### config.mk
export PLATFORM = sky130hd
export DESIGN_NAME = polar_sync_pwm
export DESIGN_NICKNAME = d
export VERILOG_FILES = /design/src/rtl/polar_pwm_pkg.sv /design/src/rtl/pp_carrier.sv /design/src/rtl/pp_qualifier.sv /design/src/rtl/pp_deadband.sv /design/src/rtl/polar_sync_pwm.sv
export SDC_FILE = /design/constraint.sdc
export NUM_CORES = 1
export LEC_CHECK = 0
export BUFFER_PORTS_ARGS = -buffer_cell sky130_fd_sc_hd__buf_2
export CAP_MARGIN = 30
export CORE_AREA = 2 2 83 124
export DETAILED_ROUTE_END_ITERATION = 7
export DIE_AREA = 0 0 85 126
export PLACE_DENSITY = 0.73
export SLEW_MARGIN = 5
export SYNTH_ARGS = -nofsm -noshare
export SYNTH_HDL_FRONTEND = slang
export SYNTH_SLANG_ARGS = --single-unit
export TNS_END_PERCENT = 20
### constraint.sdc
create_clock -name clk -period 23.2 [get_ports clk]
set_input_delay 4.64 -clock clk [delete_from_list [all_inputs] [get_ports clk]]
set_output_delay 4.64 -clock clk [all_outputs]
set_load 0.01 [all_outputs]
### src/rtl/polar_pwm_pkg.sv
package polar_pwm_pkg;

   // line half selected for the current carrier period
   typedef enum logic {
      HALF_NEG = 1'b0,
      HALF_POS = 1'b1
   } half_e;

   // one gate pair of a leg
   typedef struct packed {
      logic b;
      logic a;
   } leg_t;

   // smallest carrier top that still gives a distinct up and down slope
   localparam int MIN_TOP = 2;

endpackage

### src/rtl/pp_carrier.sv
module pp_carrier
   import polar_pwm_pkg::*;
#(
   parameter int CNT_W = 10
) (
   input  logic             clk,
   input  logic             rst_n,
   input  logic [CNT_W-1:0] period_i,
   output logic [CNT_W-1:0] cnt_o,
   output logic [CNT_W-1:0] top_o,
   output logic             up_o,
   output logic             zero_o,
   output logic             soc_o
);

   localparam logic [CNT_W-1:0] TOP_FLOOR = CNT_W'(MIN_TOP);

   logic [CNT_W-1:0] cnt_q, cnt_d, top_q, top_eff;
   logic             up_q, up_d, soc_q;
   logic             at_zero;

   assign at_zero = (cnt_q == '0);

   // the top is only sampled at the valley; elsewhere the held copy rules
   always_comb begin
      if (at_zero) top_eff = (period_i < TOP_FLOOR) ? TOP_FLOOR : period_i;
      else         top_eff = top_q;
   end

   always_comb begin
      cnt_d = cnt_q;
      up_d  = up_q;
      if (up_q) begin
         cnt_d = cnt_q + 1'b1;
         if (cnt_d == top_eff) up_d = 1'b0;
      end else begin
         cnt_d = cnt_q - 1'b1;
         if (cnt_d == '0) up_d = 1'b1;
      end
   end

   always_ff @(posedge clk or negedge rst_n) begin
      if (!rst_n) begin
         cnt_q <= '0;
         up_q  <= 1'b1;
         top_q <= TOP_FLOOR;
         soc_q <= 1'b0;
      end else begin
         cnt_q <= cnt_d;
         up_q  <= up_d;
         top_q <= top_eff;
         soc_q <= (cnt_d == '0);
      end
   end

   assign cnt_o  = cnt_q;
   assign top_o  = top_eff;
   assign up_o   = up_q;
   assign zero_o = at_zero;
   assign soc_o  = soc_q;


   top_bound_chk: assert property (@(posedge clk) disable iff (!rst_n)
      cnt_q <= top_q);


   soc_single_chk: assert property (@(posedge clk) disable iff (!rst_n)
      soc_q |=> !soc_q);

endmodule

### src/rtl/pp_qualifier.sv
module pp_qualifier
   import polar_pwm_pkg::*;
#(
   parameter int CNT_W     = 10,
   parameter int DUTY_W    = 8,
   parameter bit KILL_COMB = 1'b1
) (
   input  logic              clk,
   input  logic              rst_n,
   input  logic [CNT_W-1:0]  cnt_i,
   input  logic [CNT_W-1:0]  top_i,
   input  logic              up_i,
   input  logic              zero_i,
   input  logic [DUTY_W-1:0] duty_i,
   input  logic              pol_pos_i,
   input  logic              dcm_n_i,
   input  logic              en_a_i,
   input  logic              en_b_i,
   output leg_t              pre_o,
   output leg_t              lf_o,
   output logic              pol_o
);

   localparam int PROD_W = CNT_W + DUTY_W;

   logic [PROD_W-1:0] prod;
   logic [CNT_W-1:0]  cmp_new, cmp_eff, cmp_q;
   half_e             pol_eff, pol_q;
   leg_t              leg_q, leg_d, lf_q;
   logic              trip_q, trip_d, kill;
   logic              up_hit, dn_hit, sync_is_a;

   // threshold is (1 - duty) of the top, floor applied to the duty share
   assign prod    = PROD_W'(duty_i) * PROD_W'(top_i);
   assign cmp_new = top_i - CNT_W'(prod >> DUTY_W);

   // shadow values are adopted in the valley cycle itself
   assign cmp_eff = zero_i ? cmp_new : cmp_q;
   assign pol_eff = zero_i ? half_e'(pol_pos_i) : pol_q;

   assign up_hit    = up_i  && (cnt_i == cmp_eff);
   assign dn_hit    = !up_i && (cnt_i == cmp_eff);
   assign sync_is_a = (pol_eff == HALF_POS);

   always_comb begin
      leg_d = leg_q;
      if (zero_i) begin
         // main switch sits on across the valley
         leg_d.a = !sync_is_a;
         leg_d.b = sync_is_a;
      end
      if (up_hit) begin
         leg_d.a = sync_is_a;
         leg_d.b = !sync_is_a;
      end
      if (dn_hit) begin
         leg_d.a = !sync_is_a;
         leg_d.b = sync_is_a;
      end
   end

   // the trip latch re-evaluates at the valley and otherwise only sets
   assign trip_d = zero_i ? !dcm_n_i : (trip_q || !dcm_n_i);

   if (KILL_COMB) begin : g_fast_kill
      assign kill = trip_q || !dcm_n_i;
   end else begin : g_slow_kill
      assign kill = trip_q;
   end

   always_ff @(posedge clk or negedge rst_n) begin
      if (!rst_n) begin
         cmp_q  <= '0;
         pol_q  <= HALF_POS;
         leg_q  <= '0;
         lf_q   <= '0;
         trip_q <= 1'b0;
      end else begin
         cmp_q  <= cmp_eff;
         pol_q  <= pol_eff;
         leg_q  <= leg_d;
         trip_q <= trip_d;
         if (zero_i) begin
            lf_q.a <= !sync_is_a;
            lf_q.b <= sync_is_a;
         end
      end
   end

   assign pre_o.a = leg_q.a && en_a_i && !(kill && sync_is_a);
   assign pre_o.b = leg_q.b && en_b_i && !(kill && !sync_is_a);
   assign lf_o    = lf_q;
   assign pol_o   = sync_is_a;


   lf_hold_chk: assert property (@(posedge clk) disable iff (!rst_n)
      !zero_i |=> $stable(lf_q));


   trip_hold_chk: assert property (@(posedge clk) disable iff (!rst_n)
      (trip_q && !zero_i) |=> trip_q);

endmodule

### src/rtl/pp_deadband.sv
module pp_deadband #(
   parameter int DT_W = 4
) (
   input  logic            clk,
   input  logic            rst_n,
   input  logic            in_i,
   input  logic [DT_W-1:0] dly_i,
   output logic            out_o
);

   logic [DT_W-1:0] wait_q;
   logic            out_q;

   // a rising request must persist for dly_i extra cycles; falls pass at once
   always_ff @(posedge clk or negedge rst_n) begin
      if (!rst_n) begin
         wait_q <= '0;
         out_q  <= 1'b0;
      end else if (!in_i) begin
         wait_q <= '0;
         out_q  <= 1'b0;
      end else if (wait_q >= dly_i) begin
         out_q  <= 1'b1;
      end else begin
         wait_q <= wait_q + 1'b1;
      end
   end

   assign out_o = out_q;


   fall_follow_chk: assert property (@(posedge clk) disable iff (!rst_n)
      !in_i |=> !out_q);

endmodule

### src/rtl/polar_sync_pwm.sv
module polar_sync_pwm
   import polar_pwm_pkg::*;
#(
   parameter int CNT_W     = 10,
   parameter int DUTY_W    = 8,
   parameter int DT_W      = 4,
   parameter bit KILL_COMB = 1'b1
) (
   input  logic              clk,
   input  logic              rst_n,
   input  logic [DUTY_W-1:0] duty_i,
   input  logic [CNT_W-1:0]  period_i,
   input  logic              pol_pos_i,
   input  logic              dcm_n_i,
   input  logic              en_a_i,
   input  logic              en_b_i,
   input  logic [DT_W-1:0]   dead_i,
   output logic              hf_a_o,
   output logic              hf_b_o,
   output logic              lf_a_o,
   output logic              lf_b_o,
   output logic              adc_soc_o
);

   if (CNT_W < 3 || CNT_W > 16) begin : g_bad_cnt
      $error("polar_sync_pwm: CNT_W must lie in 3..16");
   end
   if (DUTY_W < 2 || DUTY_W > 16) begin : g_bad_duty
      $error("polar_sync_pwm: DUTY_W must lie in 2..16");
   end
   if (DT_W < 1 || DT_W > 8) begin : g_bad_dt
      $error("polar_sync_pwm: DT_W must lie in 1..8");
   end

   logic [CNT_W-1:0] cnt, top;
   logic             up, zero, pol_sync_a;
   leg_t             pre, lf;
   logic [1:0]       pre_v, gate_v;

   pp_carrier #(.CNT_W(CNT_W)) u_carrier (
      .clk      (clk),
      .rst_n    (rst_n),
      .period_i (period_i),
      .cnt_o    (cnt),
      .top_o    (top),
      .up_o     (up),
      .zero_o   (zero),
      .soc_o    (adc_soc_o)
   );

   pp_qualifier #(
      .CNT_W     (CNT_W),
      .DUTY_W    (DUTY_W),
      .KILL_COMB (KILL_COMB)
   ) u_qual (
      .clk       (clk),
      .rst_n     (rst_n),
      .cnt_i     (cnt),
      .top_i     (top),
      .up_i      (up),
      .zero_i    (zero),
      .duty_i    (duty_i),
      .pol_pos_i (pol_pos_i),
      .dcm_n_i   (dcm_n_i),
      .en_a_i    (en_a_i),
      .en_b_i    (en_b_i),
      .pre_o     (pre),
      .lf_o      (lf),
      .pol_o     (pol_sync_a)
   );

   assign pre_v = {pre.b, pre.a};

   for (genvar i = 0; i < 2; i++) begin : g_db
      pp_deadband #(.DT_W(DT_W)) u_db (
         .clk   (clk),
         .rst_n (rst_n),
         .in_i  (pre_v[i]),
         .dly_i (dead_i),
         .out_o (gate_v[i])
      );
   end

   assign hf_a_o = gate_v[0];
   assign hf_b_o = gate_v[1];
   assign lf_a_o = lf.a;
   assign lf_b_o = lf.b;


   not_both_chk: assert property (@(posedge clk) disable iff (!rst_n)
      !(gate_v[0] && gate_v[1]));

   if (KILL_COMB) begin : g_trip_chk

      trip_a_off_chk: assert property (@(posedge clk) disable iff (!rst_n)
         (!dcm_n_i && pol_sync_a) |=> !hf_a_o);

      trip_b_off_chk: assert property (@(posedge clk) disable iff (!rst_n)
         (!dcm_n_i && !pol_sync_a) |=> !hf_b_o);
   end

endmodule

==> run_results.csv, run 1 <==
group,metric,value,unit
timing,rsz0062_at_grt,"false",
synthesis,synthTopCellsByArea,"dfrtp_1, fa_1, ha_1",
grt,overflow,0,
critical_path,path_buf_inv,4,
critical_path,arrival,12.74,ns
layout,multi_input_area,3980,um2
critical_path,cp-end-kind,"flip-flop",
routing,drc_errors,0,
critical_path,crit_slowest_cell,"nor4_1",
routing,drt_iter0_drc,194,
layout,regArea,1200,um2
routing,dr.pass1.iters,4,
critical_path,crit_top_cell,"fa_1",
clock_network,clk_latency,0.29,ns
clock_network,cts_root_buf,"clkbuf_16",
grt,grt_util_met3,1.64,%
synthesis,netlist_area,5650,um2
floorplan,die-area,10700,um2
layout,fill_cells,810,
synthesis,syn_area_per_cell,8.63,um2
synthesis,synthDistinctLibCells,62,
layout,area_delta_synth_final,6.71,%
critical_path,r2r_start,"u_carrier.cnt_o[0]$_DFF_PN0_",
synthesis,ys_async_sr_fraction,100,%
critical_path,critPathMaxFanout,13,
critical_path,start_kind,"input pin",
critical_path,reg2reg_slack,14.17,ns
min_path,hp-start,"u_qual.lf_o[1]$_DFFE_PN0N_",
critical_path,critical-path-top-delay-family,"compound AO/OA/AOI/OAI gates",
placement,hpwl,9690,um
grt,grt_usage,24.5,%
clock_network,h-tree-depth,2,
synthesis,synth_ff_type,"dfrtp_1",
clock_network,cts_sinks,48,
timing,tightest_slew,0.731,ns
grt,grt_use_met1,26.6,%
placement,gp_congestion,0.874,
grt,grt_pass1_vias,4706,
timing,fin_crit_sh,54.0,%
timing,hold_viol,0,
clock_network,cts_resized,0,
timing,setup_violations,0,
layout,diodes,0,
critical_path,crit_type,"input pin to flip-flop",
floorplan,num_rows,44,
grt,busiest_layer,"met2",
routing,wl,12300,um
routing,ant_nets,0,
floorplan,start_util,58.6,%
critical_path,reg2reg_to,"u_qual.leg_q[0]$_DFFE_PN0P_",
flow_run,drv_cap,0,
layout,final_nets,805,
synthesis,yosys.area.top_type_share,19.9,%
run_status,status,"complete, no violations",
timing,fmax,79.9,MHz
min_path,hp-class,"flip-flop to flip-flop",
critical_path,critPathCapture,"u_qual.leg_q[0]$_DFFE_PN0P_",
placement,io_buffers,32,
timing,finClkSkew,0.00577,ns
floorplan,die_h,126,um
clock_network,cts_setup_buffers,0,
synthesis,seq_area_frac_synth,21.3,%
timing,max-slew-margin-rel,50.8,%
routing,routed_via_density,5.56,
clock_network,holdBufCountCts,0,
timing,finalSetupTns,0,ns
critical_path,r2r_cells,31,
critical_path,crit_start,"period_i[5]",
timing,slew_violations,0,
synthesis,synth_edf_count,0,
grt,grt_max_degree,37,
clock_network,cts.reportedPaths.clkPinSlew,0.06,ns
clock_network,cts_buffer_depth,2,
floorplan,io_pins,33,
floorplan,die_x,85,um
routing,vias,4372,
clock_network,cts_made_buffers,5,
timing,period_minus_slack,12.52,ns
synthesis,netlist.top_cell.by_area,"dfrtp_1",
grt,grt_pass1_wl,21100,um
clock_network,cts_tree,"built",
critical_path,cp.required,23.42,ns
critical_path,worst-path-stages,30,
critical_path,slowest_delay,0.65,ns
grt,met2_usage,47.2,%
synthesis,postSynthCellCount,654,
routing,post_drt_wl_per_cell,15.6,um
grt,antenna_found_initial,0,
synthesis,synth_nets,788,
synthesis,ys_ff_latch,48,
layout,drive_above_1_share,9.38,%
floorplan,core,9630,um2
synthesis,ys_warn_count,0,
[worst reg2reg max path: cells and delay by family, from the launching register on]
family | cells | cell delay [ns]
and+or+nand+nor | 11 | 3.05
DFF | 1 | 0.46
AOI/OAI and AO/OA | 9 | 1.94
muxes | 1 | 0.36
buffers and inverters | 3 | 0.28
adders and majority gates | 7 | 2.87
[final cells by class]
cell class / instances / area share [%]
timing repair buffer: 34 / 3.11
multi-input combinational: 485 / 66.0
inverter: 97 / 6.04
tap: 115 / 2.39
sequential: 48 / 20.0
clock inverter: 2 / 0.166
clock buffer: 6 / 2.30
[stage by stage]
stage | util, % | cells | instance area, um2 | worst slack (ns) | hold slack (ns)
6_report | 62.5 | 787 | 6030 | 10.68 | 0.470
3_5_place_dp | 61.0 | 779 | 5880 | 10.38 | 0.463
3_3_place_gp | 60.8 | 778 | 5860 | 10.59 | 0.457
4_1_cts | 62.5 | 787 | 6030 | 10.68 | 0.477
5_1_grt | 62.5 | 787 | 6030 | 10.18 | 0.515
2_1_floorplan | - | 654 | 5650 | 11.38 | 0.446
[per-layer routing]
metal	vias to the layer above	share of wire, %	wire, um
met5	-	0	0
met4	0	3.8	467
met3	23	2.6	315
met2	88	55	6740
met1	2107	39	4780
li1	2154	-	-
[synthesized netlist by cell type (all sizes together) (6+ instances only)]
master / instances
inv: 97
ha: 58
o21ai: 19
nor4: 8
nand3: 6
xor2: 11
fa: 48
xnor2: 34
a21oi: 23
nor3: 17
o21a: 7
dfrtp: 45
nor2: 31
a21o: 9
clkbuf: 13
nand2: 87
and2: 52
buf: 11
[state kept, by name, indices dropped and copies added, names as in the netlist, 2 cells and up]
signal and flops:
g_db.u_db.out_o 2, g_db.u_db.wait_q 8, u_carrier.cnt_o 10, u_carrier.top_q 10, u_qual.cmp_q 10, u_qual.leg_q 2
u_qual.lf_o 2
[kinds of logic (layout without fill, tap and decap cells)]
kind of cell / Yosys count / after routing / share of synthesized area, %
AND/OR/NAND/NOR: 240 / 240 / 21.9
buffers and inverters: 121 / 139 / 8.24
adder cells (fa/ha/maj): 106 / 106 / 29.9
AO/OA/AOI/OAI: 87 / 87 / 10.3
flip-flops: 48 / 48 / 21.3
XOR/XNOR: 45 / 45 / 6.98
multiplexers: 7 / 7 / 1.37
[placed cells by master (no fill, tap or decap), types with 3 or more instances in the layout]
cell type,instances
a21oi_1,21
a21boi_0,3
buf_2,32
o31ai_1,4
a31oi_1,4
nand2b_1,5
clkbuf_16,5
nand4b_1,3
and3_1,4
xnor2_1,34
xor2_1,11
nor2b_1,5
mux2i_1,4
dfrtp_1,45
o21a_1,7
inv_1,97
nand2_1,87
ha_1,58
or2_2,5
nand3_1,6
or3_1,5
o211ai_1,3
dfstp_2,3
nor3_1,16
a21o_1,9
nor4_1,7
nor2_1,31
nand4_1,4
o21ai_0,17
fa_1,48
and2_1,52
[worst min path at each step]
stage	endpoint	depth (start not counted)
2_1_floorplan	u_qual.trip_q$_DFF_PN0_	2
3_3_place_gp	u_qual.lf_o[1]$_DFFE_PN0N_	2
3_5_place_dp	u_qual.lf_o[1]$_DFFE_PN0N_	2
4_1_cts	u_qual.lf_o[1]$_DFFE_PN0N_	2
5_1_grt	u_qual.trip_q$_DFF_PN0_	2
6_report	u_qual.lf_o[1]$_DFFE_PN0N_	2
Power of run 1 is left out: the tool's default activity adds up to more than one toggle a clock period on the data nets, which glitch-free logic cannot reach.
==> inputs of run 2 (changes only) <==
--- a/config.mk
+++ b/config.mk
@@ -7,9 +7,9 @@
 export LEC_CHECK = 0
 export BUFFER_PORTS_ARGS = -buffer_cell sky130_fd_sc_hd__buf_2
 export CAP_MARGIN = 30
-export CORE_AREA = 2 2 83 124
+export CORE_AREA = 2 2 85 127
 export DETAILED_ROUTE_END_ITERATION = 7
-export DIE_AREA = 0 0 85 126
+export DIE_AREA = 0 0 87 129
 export PLACE_DENSITY = 0.73
 export SLEW_MARGIN = 5
 export SYNTH_ARGS = -nofsm -noshare
==> constraint.sdc (replaced) <==
create_clock -name clk -period 11.3 [get_ports clk]
set_input_delay 2.26 -clock clk [delete_from_list [all_inputs] [get_ports clk]]
set_output_delay 2.26 -clock clk [all_outputs]
set_load 0.01 [all_outputs]
==> run 2 against run 1 <==
Effect of this change:
- clock skew is 0.0044 ns higher
- sequential cell count stayed put
- sequential share of layout area is 0.11 points lower
- largest cell class unchanged
- non-clock buffer count is 1 higher
- highest routed layer unchanged
- final cell count is 0.38% higher
- first-iteration DRC count is 2.6% lower
- global-route usage is 0.41 points lower
==> run_results.csv, run 2 (synthesis results as in run 1) <==
group,metric,value,unit
floorplan,die-area,11200,um2
critical_path,arrival,10.30,ns
routing,routed_via_density,5.68,
critical_path,critPathMaxFanout,7,
routing,vias,4491,
clock_network,clk_latency,0.30,ns
grt,antenna_found_initial,0,
timing,rsz0062_at_grt,"false",
run_status,status,"complete, no violations",
layout,area_delta_synth_final,7.31,%
grt,overflow,0,
critical_path,cp.required,11.52,ns
routing,dr.pass1.iters,5,
layout,drive_above_1_share,9.51,%
min_path,hold_path_depth,2,
flow_run,drv_cap,0,
clock_network,cts.reportedPaths.clkPinSlew,0.07,ns
clock_network,cts_setup_buffers,0,
min_path,hp-class,"flip-flop to flip-flop",
layout,layout_commonest_cell,"inv_1",
timing,tightest_slew,0.702,ns
critical_path,r2r_cells,31,
timing,max-slew-margin-rel,52.8,%
clock_network,cts_resized,0,
floorplan,die_x,87,um
floorplan,start_util,56.0,%
timing,slew_violations,0,
timing,finalSetupTns,0,ns
routing,drc_errors,0,
routing,wl,12700,um
layout,layout_common_cells,"inv_1, nand2_1, ha_1",
grt,grt_pass1_vias,4687,
timing,fmax,99.2,MHz
grt,grt_usage,24.1,%
clock_network,cts_made_buffers,5,
clock_network,cts_buffer_depth,2,
floorplan,num_rows,45,
clock_network,cts_sinks,48,
placement,io_buffers,32,
floorplan,die_h,129,um
critical_path,crit_top_cell,"fa_1",
timing,fin_crit_sh,89.2,%
layout,final_nets,806,
routing,post_drt_wl_per_cell,16.0,um
floorplan,core,10100,um2
timing,period_minus_slack,10.08,ns
critical_path,reg2reg_slack,2.23,ns
critical_path,crit_slowest_cell,"nor4_1",
critical_path,start_kind,"input pin",
clock_network,cts_root_buf,"clkbuf_16",
min_path,whs_endpoint,"u_qual.trip_q$_DFF_PN0_",
critical_path,cp-end-kind,"flip-flop",
clock_network,holdBufCountCts,0,
grt,grt_pass1_wl,21300,um
critical_path,slowest_delay,0.63,ns
clock_network,cts_tree,"built",
timing,finClkSkew,0.0102,ns
placement,hpwl,10100,um
grt,grt_max_degree,40,
placement,gp_congestion,0.885,
critical_path,crit_type,"input pin to flip-flop",
timing,hold_viol,0,
layout,diodes,0,
routing,drt_iter0_drc,189,
floorplan,io_pins,33,
critical_path,crit_start,"period_i[5]",
critical_path,r2r_start,"u_carrier.cnt_o[0]$_DFF_PN0_",
critical_path,reg2reg_to,"u_qual.leg_q[0]$_DFFE_PN0P_",
clock_network,h-tree-depth,2,
routing,ant_nets,0,
min_path,hp-start,"u_qual.trip_q$_DFF_PN0_",
timing,setup_violations,0,
==> run 2: changes by cell type in the layout (fill, tap and decap cells not counted), sizes merged <==
cell | before | now
buf | 34 | 35
bufinv | 0 | 1
clkbuf | 6 | 5
==> run 2: metal layers <==
layer	vias up	GRT usage [%]	wire, um
met2	89	45.0	6710
met3	45	1.67	299
met4	0	12.9	636
li1	2164	-	-
met1	2193	26.5	5010
met5	-	0	0
==> run 2: layout make-up <==
type,instances,area (um2)
inverter,97,364
sequential,48,1200
tap,117,146
clock buffer,5,125
fill,882,4020
timing repair buffer,35,195
multi-input combinational,485,3980
clock inverter,3,47.5
==> run 2: metrics by stage <==
| stage | util (%) | hold slack [ns] | cell area [um2] | worst slack [ns] | std cells |
|---|---|---|---|---|---|
| 5_1_grt | 60.1 | 0.527 | 6060 | 0.591 | 790 |
| 4_1_cts | 60.1 | 0.483 | 6060 | 1.16 | 790 |
| 3_3_place_gp | 58.2 | 0.460 | 5870 | 1.10 | 781 |
| 3_5_place_dp | 58.4 | 0.467 | 5890 | 0.854 | 782 |
| 6_report | 60.1 | 0.489 | 6060 | 1.22 | 790 |
| 2_1_floorplan | - | 0.446 | 5650 | 1.86 | 654 |
==> run 2: worst max path at each step <==
| stage | slack, ns | end |
|---|---|---|
| global route | 0.59 | u_qual.leg_q[0]$_DFFE_PN0P_ |
| finish | 1.22 | u_qual.leg_q[0]$_DFFE_PN0P_ |
| floorplan | 1.86 | u_qual.leg_q[0]$_DFFE_PN0P_ |
| CTS | 1.16 | u_qual.leg_q[0]$_DFFE_PN0P_ |
| global placement | 1.10 | u_qual.leg_q[0]$_DFFE_PN0P_ |
| detailed placement | 0.85 | u_qual.leg_q[0]$_DFFE_PN0P_ |
==> run 2: critical path: cells and delay by family <==
kind	cells	cell delay (ns)
buf+inv	4	0.42
mux	1	0.35
simple gates	8	2.19
compound gates	11	2.41
fa+ha+maj	6	2.66
Power of run 2 is left out for the same reason.
==> inputs of run 3 (changes only) <==
==> constraint.sdc (replaced) <==
create_clock -name clk -period 9 [get_ports clk]
set_input_delay 1.8 -clock clk [delete_from_list [all_inputs] [get_ports clk]]
set_output_delay 1.8 -clock clk [all_outputs]
set_load 0.01 [all_outputs]
==> run 3 against run 2 <==
Effect of this change:
- global-route usage up 1.8 points
- design area up 6.4%
- die area unchanged
- sequential share of layout area down 1.2 points
- final cell count up 4.7%
- first-iteration DRC count down 9.5%
- utilization up 3.9 points
- routed wire length up 5.3%
- hold slack worse by 0.0083 ns
- clock skew down 0.0087 ns
- sequential cell count unchanged
- via count up 2.9%
==> run_results.csv, run 3 (synthesis results as in run 1) <==
group,metric,value,unit
timing,fin_ws,0.281,ns
grt,grt_usage,25.9,%
grt,grt_pass1_wl,22800,um
clock_network,cts_made_buffers,5,
routing,dr.pass1.iters,4,
layout,fill_cells,874,
placement,hpwl,10800,um
critical_path,cp-end-kind,"flip-flop",
critical_path,start_kind,"input pin",
grt,overflow,0,
placement,io_buffers,32,
grt,busiest_layer,"met2",
floorplan,die_h,129,um
critical_path,critPathMaxFanout,3,
critical_path,cp.required,9.22,ns
routing,drt_iter0_drc,171,
timing,whs,0.480,ns
timing,tightest_slew,0.573,ns
grt,grt_pass1_vias,4910,
min_path,hp-class,"flip-flop to flip-flop",
timing,max-slew-margin-rel,61.7,%
floorplan,die-area,11200,um2
clock_network,cts.reportedPaths.clkPinSlew,0.06,ns
layout,final_nets,844,
routing,wl,13300,um
clock_network,clk_latency,0.29,ns
floorplan,num_rows,45,
grt,antenna_found_initial,0,
clock_network,cts_buffer_depth,2,
routing,ant_nets,0,
min_path,hold_path_depth,2,
floorplan,die_x,87,um
critical_path,arrival,8.94,ns
critical_path,crit_type,"input pin to flip-flop",
clock_network,holdBufCountCts,0,
critical_path,r2r_cells,33,
critical_path,crit_slowest_cell,"fa_1",
grt,grt_use_met1,28.5,%
grt,grt_max_degree,38,
routing,drc_errors,0,
critical_path,crit_top_cell,"fa_1",
layout,layout_common_cells,"inv_1, nand2_1, ha_1",
placement,gp_congestion,0.906,
clock_network,cts_sinks,48,
timing,finClkSkew,0.00149,ns
grt,met2_usage,48.9,%
layout,drive_above_1_share,16.5,%
timing,slew_violations,0,
layout,final_cells,827,
placement,pre_cts_slack,-0.368,ns
placement,place_inst,819,
flow_run,drv_cap,0,
timing,fmax,115,MHz
layout,area_delta_synth_final,14.2,%
floorplan,core,10100,um2
timing,setup_violations,0,
critical_path,slowest_delay,0.53,ns
clock_network,h-tree-depth,2,
timing,fin_crit_sh,96.9,%
layout,diodes,0,
timing,period_minus_slack,8.72,ns
timing,hold_viol,0,
routing,routed_via_density,5.59,
floorplan,io_pins,33,
clock_network,cts_tree,"built",
run_status,status,"complete, no violations",
routing,vias,4621,
routing,post_drt_wl_per_cell,16.1,um
floorplan,start_util,56.0,%
grt,grt_util_met3,2.05,%
clock_network,cts_root_buf,"clkbuf_16",
layout,layout_commonest_cell,"inv_1",
-- run 3: cell count changes in the layout (fill, tap and decap cells not counted), sizes merged --
cell,change
clkinv,-2
buf,+38
bufinv,+1
-- run 3: worst max-delay path, delay by kind of cell --
family	cells	cell delay, ns
buffers and inverters	5	0.45
AO/OA/AOI/OAI	12	2.15
multiplexers	2	0.60
AND/OR/NAND/NOR	6	1.33
adder cells (fa/ha/maj)	6	2.63
-- run 3: path summary, 6_finish.rpt --
path / start / to / slack (ns)
worst max-delay path: period_i[5] / u_qual.leg_q[0]$_DFFE_PN0P_ / 0.28
worst min register to register: u_qual.trip_q$_DFF_PN0_ / u_qual.trip_q$_DFF_PN0_ / 0.48
worst max register to register: u_carrier.cnt_o[0]$_DFF_PN0_ / u_qual.leg_q[0]$_DFFE_PN0P_ / 0.52
min in group asynchronous: rst_n / u_qual.cmp_q[9]$_DFF_PN0_ / 1.39
max in group asynchronous: rst_n / u_carrier.top_q[1]$_DFF_PN1_ / 7.06
worst min-delay path: u_qual.trip_q$_DFF_PN0_ / u_qual.trip_q$_DFF_PN0_ / 0.48
-- run 3: routing by layer --
layer	part of all wire, %	vias to the layer above
met5	0	-
met4	4.4	0
met3	3.0	38
met2	55	106
met1	37	2250
li1	-	2227
-- run 3: what timing repair did --
item                                    in CTS  in global routing
hold endpoints to repair                     0                  0
pin swaps                                    0                 11
resized for setup                            3                 20
setup buffers                                0                  1
endpoints found under the setup margin       2                  2
-- run 3: stage by stage --
| step | instance area, um2 | setup TNS (ns) | util (%) |
|---|---|---|---|
| after floorplan | 5650 | 0 | - |
| after global placement | 6140 | -0.213 | 61.0 |
| after detailed placement | 6160 | -0.693 | 61.2 |
| after CTS | 6360 | 0 | 63.1 |
| after global routing | 6450 | -0.112 | 64.0 |
| final | 6450 | 0 | 64.0 |
-- run 3: layout make-up --
type,instances,area [um2],area share [%]
clock buffers,5,125,1.94
clock inverters,2,60.1,0.931
inverters,97,364,5.64
multi-input cells,485,4070,63.0
flip-flops and latches,48,1200,18.7
well taps,117,146,2.27
repair buffers,73,484,7.51
Power of run 3 is left out for the same reason.
